===== src/rtl/seq_restoring_divider.sv =====
module seq_restoring_divider #(
  parameter int W = 32
) (
  input  logic         clk,
  input  logic         rst_n,
  input  logic         start,
  input  logic [W-1:0] dividend,
  input  logic [W-1:0] divisor,
  output logic         done,
  output logic [W-1:0] quotient,
  output logic [W-1:0] remainder
);
  localparam int CW = $clog2(W + 1);
  localparam logic [CW-1:0] LAST = CW'(W - 1);

  logic [2*W-1:0] acc_q;
  logic           ext_q;
  logic [W-1:0]   dvs_q;
  logic [CW-1:0]  cnt_q;
  logic           busy_q;

  wire [W:0]   trial  = {ext_q, acc_q[2*W-1:W]};
  wire [W+1:0] diff   = {1'b0, trial} - {2'b00, dvs_q};
  wire         fits   = ~diff[W+1];
  wire [W-1:0] kept   = fits ? diff[W-1:0] : acc_q[2*W-1:W];
  wire         accept = start & ~busy_q;

  always_ff @(posedge clk or negedge rst_n) begin
    if (!rst_n) begin
      acc_q  <= '0;
      ext_q  <= 1'b0;
      dvs_q  <= '0;
      cnt_q  <= '0;
      busy_q <= 1'b0;
      done   <= 1'b0;
    end else if (accept) begin
      acc_q  <= {{(W-1){1'b0}}, dividend, 1'b0};
      ext_q  <= 1'b0;
      dvs_q  <= divisor;
      cnt_q  <= '0;
      busy_q <= 1'b1;
      done   <= 1'b0;
    end else if (busy_q) begin
      {ext_q, acc_q} <= {kept, acc_q[W-1:0], fits};
      cnt_q <= cnt_q + CW'(1);
      if (cnt_q == LAST) begin
        busy_q <= 1'b0;
        done   <= 1'b1;
      end
    end
  end

  assign quotient  = acc_q[W-1:0];
  assign remainder = {ext_q, acc_q[2*W-1:W+1]};

  logic [W-1:0] chk_a, chk_b;
  always_ff @(posedge clk or negedge rst_n) begin
    if (!rst_n) begin
      chk_a <= '0;
      chk_b <= '0;
    end else if (accept) begin
      chk_a <= dividend;
      chk_b <= divisor;
    end
  end

  assert_done_from_run_R2: assert property (@(posedge clk) disable iff (!rst_n)
    $rose(done) |-> $past(busy_q));

  assert_reconstruct_R3: assert property (@(posedge clk) disable iff (!rst_n)
    ($rose(done) && chk_b != '0) |->
      ({{W{1'b0}}, quotient} * {{W{1'b0}}, chk_b} + {{W{1'b0}}, remainder}) == {{W{1'b0}}, chk_a});

  assert_rem_below_divisor_R4: assert property (@(posedge clk) disable iff (!rst_n)
    ($rose(done) && chk_b != '0) |-> remainder < chk_b);

  assert_zero_divisor_R5: assert property (@(posedge clk) disable iff (!rst_n)
    ($rose(done) && chk_b == '0) |-> (quotient == '1 && remainder == chk_a));

  assert_start_ignored_R6: assert property (@(posedge clk) disable iff (!rst_n)
    (busy_q && start && cnt_q != LAST) |=> (busy_q && cnt_q == $past(cnt_q) + CW'(1)));

  assert_hold_results_R9: assert property (@(posedge clk) disable iff (!rst_n)
    (done && !start) |=> (done && $stable(quotient) && $stable(remainder)));
endmodule


===== config.mk =====
export PLATFORM = sky130hd
export DESIGN_NAME = seq_restoring_divider
export DESIGN_NICKNAME = d
export VERILOG_FILES = /design/src/rtl/seq_restoring_divider.sv
export SDC_FILE = /design/constraint.sdc
export NUM_CORES = 1
export LEC_CHECK = 0
export BUFFER_PORTS_ARGS = -buffer_cell sky130_fd_sc_hd__buf_4
export CORE_ASPECT_RATIO = 2
export CORE_MARGIN = 5
export CORE_UTILIZATION = 61
export DETAILED_ROUTE_END_ITERATION = 10
export PLACE_DENSITY = 0.91
export RECOVER_POWER = 25
export SYNTH_ARGS = -nofsm -noshare
export SYNTH_HDL_FRONTEND = slang
export SYNTH_SLANG_ARGS = --single-unit

===== constraint.sdc =====
create_clock -name clk -period 5.14 [get_ports clk]
set_clock_uncertainty 0.2 [all_clocks]
set_input_delay 1.542 -clock clk [delete_from_list [all_inputs] [get_ports clk]]
set_output_delay 1.542 -clock clk [all_outputs]
set_load 0.1 [all_outputs]

# == Word-level counts from Yosys, hierarchy flattened ==
# Index checks and enable logic that the tools add are counted.
# word_totals
regBits,105
in_bits,67
output_inout_bits,65
elab_cells,28
# op_classes
n_addsub,2
n_eq_ne,1
n_mux,13
bitwise,3
reduce_logical,3
# ops
cell,n
$mux W64,2
$sub A33 B32 Y34,1
$mux W32,1
$mux W6,2
$mux W1,8
$add A6 B1 Y6 const B,1
$eq A6 B5 Y1 const B,1
$reduce_bool A2 Y1,2
$not A1 Y1,2
$reduce_and A2 Y1,1
$and A1 B1 Y1,1

# == Longest topological paths before layout ==
# depth
word_depth,4
ltp_mapped,14
depth_no_buf,12

# == Worst setup path before layout ==
# OpenSTA, ideal clock, no wires.
# synth_timing
kind,input-to-reg
from,input start
to,register dvs_q[1]
setup_ns,0.133
t_arrival_ns,2.727
required_time_ns,4.807
slack_ns,2.080
path_stages,5
path_buffers,2
cell_sequence,clkbuf_1 > inv_1 > nor2_1 > clkbuf_1 > o21ai_0
# synth_between
elab_chain_len,1
# synth_rtl
item,line_no,text
"start, declared",6,"input logic start,"
$and A1 B1 Y1,26,wire accept = start & ~busy_q;
"end signal, assigned",39,dvs_q <= divisor;
"end, declared",18,logic [W-1:0] dvs_q;
# Every way passes these cells.
# A chain may end at the register's enable or synchronous reset.

# == Worst setup path in the final report ==
# Same ends and word-level chain as after synthesis.

==> impl_metrics.json <==
{
  "worstPathMaxFanout": 36,
  "drc_errors": 0,
  "initial_core_util": 0.620,
  "yosysMostFrequentCell": "nand2_1",
  "cts_tree": "yes",
  "drv_cap": 2,
  "endpoint_kind": "flop",
  "path_clk_slew_ns": 0.07,
  "worstReg2RegEnd": "acc_q[60]",
  "synthMuxAreaShare": 0.0943,
  "antenna_found_initial": 0,
  "synth.distinct_cells": 51,
  "portBuffers": 131,
  "synth_fa_ha_area_frac": 0.0638,
  "finish.net_count": 918,
  "track_usage": 0.247,
  "chipHeight_um": 159,
  "worstSetupPathType": "input port to flop",
  "synthesis.nets": 869,
  "grt_pass1_vias": 5821,
  "hold_buffers": 0,
  "synthTopCellsByCount": "nand2_1 (128), dfrtp_1 (105), o21ai_0 (91)",
  "r2r_start": "acc_q[38]",
  "synth-edff-count": 0,
  "cts_root_buf": "clkbuf_16",
  "viasPerCell": 5.85,
  "cp.arrival_ns": 3.81,
  "multi_input_area_mm2": 0.00339,
  "register_area_mm2": 0.00263,
  "yosysTopAreaCell": "dfrtp_1",
  "post_drt_wl_per_cell_um": 17.3,
  "syn_avg_cell_area_um2": 8.84,
  "synthXorXnorAreaFrac": 0.0310,
  "synth_flop_cell": "dfrtp_1",
  "setup_violations": 0,
  "max_slew_margin": -0.316,
  "chipWidth_um": 84.6,
  "drt-initial-drc-count": 388,
  "grt-ovfl-total": 0,
  "ys_ff_latch": 105,
  "grt_pass1_wl_um": 27500,
  "status": "complete, but fails checks",
  "clock-sinks": 105,
  "reg2reg_setup_slack_ns": 1.41,
  "core_mm2": 0.0109,
  "crit_start": "start",
  "num_vias": 5628,
  "reg2regPathDepth": 9,
  "gp_congestion": 0.978,
  "grt_max_degree": 112,
  "yosysSeqAreaShare": 0.387,
  "worst_pin_slew_ns": 1.97,
  "cts_setup_buffers": 0,
  "fin_util": 0.703,
  "drt-total-wl_um": 16700,
  "async_reset_ff_frac": 1.00,
  "hpwl_um": 12100,
  "clock_latency_ns": 0.35,
  "fillers": 877,
  "synth_area_mm2": 0.00679,
  "hold_depth": 1,
  "grt_setup_unrepaired": "no",
  "hp-start": "done",
  "area_growth_pct": 13.3,
  "final_antenna_net_count": 0,
  "synth_cells": 768,
  "first_pass_iters": 4,
  "htreeDepth": 3,
  "synth_top_cell_area_share": 0.387,
  "slew_viol_final": 71,
  "layout_min_cycle_time_ns": 3.79,
  "hold-path-endpoint": "done",
  "cts_buffer_depth": 2,
  "synthSimpleGateAreaFrac": 0.125,
  "fmax_mhz": 264,
  "violations": "capacitance limit, slew limit",
  "required_ns": 5.16,
  "placementRows": 54,
  "synth_compound_area_frac": 0.183,
  "die_area_mm2": 0.0135,
  "fin_tns_setup_ns": 0,
  "hp-class": "flop to flop",
  "synth_top_family_by_area": "compound AO/OA/AOI/OAI gates",
  "cp-start-kind": "input port",
  "cts_resized": 0,
  "synth_warnings": 0,
  "ios": 132,
  "synthTopCellsByArea": "dfrtp_1 (39%), mux2i_1 (9.4%), buf_4 (7.2%)",
  "min_period_over_period": 0.737,
  "insertedDiodeCount": 0,
  "hold_viol": 0,
  "cts_made_buffers": 9,
  "drive_above_1_share": 0.193
}
==> per-layer routing <==
layer | GRT usage | vias to the layer above | share of wire
met3 | 0.0388 | 63 | 0.046
met4 | 0.135 | 0 | 0.051
met2 | 0.452 | 170 | 0.54
met5 | 0 | - | 0
li1 | - | 2689 | -
met1 | 0.265 | 2706 | 0.36
==> critical path, stage by stage <==
cell and delay, ns:
buf_4 0.11, inv_1 0.04, clkbuf_1 1.15, nor2_4 0.40, buf_4 0.36, nand2_1 0.11
o21ai_0 0.08
==> layout make-up <==
class                      count  area share
clock inverter                 6      0.0127
clock buffer                  10      0.0311
tap                          140      0.0228
multi-input combinational    524       0.440
timing repair buffer         136       0.131
sequential                   105       0.342
inverter                      41      0.0200
==> state kept, by name, indices dropped and copies added (netlist names) <==
signal and flops:
acc_q 64, busy_q 1, cnt_q 6, done 1
dvs_q 32, ext_q 1
==> per-stage QoR <==
| step | hold WS, ns | worst slack [ns] | std cells | instance area, um^2 |
|---|---|---|---|---|
| floorplan | 0.250 | 2.08 | 768 | 6790 |
| global placement | 0.265 | 1.55 | 946 | 7370 |
| detailed placement | 0.271 | 1.48 | 946 | 7370 |
| CTS | 0.287 | 1.43 | 962 | 7700 |
| global route | 0.308 | 0.910 | 962 | 7690 |
| finish | 0.284 | 1.35 | 962 | 7690 |
==> worst max-delay path by stage <==
stage          depth (start not counted)         to  slack [ns]
3_5_place_dp                           9  acc_q[60]        1.48
5_1_grt                                2  acc_q[51]        0.91
2_1_floorplan                          5   dvs_q[1]        2.08
4_1_cts                                9  acc_q[60]        1.43
3_3_place_gp                           9  acc_q[60]        1.55
6_report                               7   dvs_q[1]        1.35
==> logic make-up after synthesis <==
group / Yosys count
AOI/OAI and AO/OA: 203
buffers and inverters: 139
xor gates and xnor gates: 24
adders and majority gates: 34
and+or+nand+nor: 199
muxes: 64
DFF: 105
==> cell usage in the layout, fill, tap and decap left out, drive strengths merged, types with 8 or more instances in the layout <==
cell and instances:
a21o 16, a21oi 38, o21a 8, nand3 11, mux2i 64, a31oi 13
buf 133, nand2 128, nor2 25, inv 43, xor2 8, o21ai 93
xnor2 16, dfrtp 105, ha 33, clkbuf 13
Power is left out: the tool's default activity adds up to more than one toggle a clock period on the data nets, which glitch-free logic cannot reach.
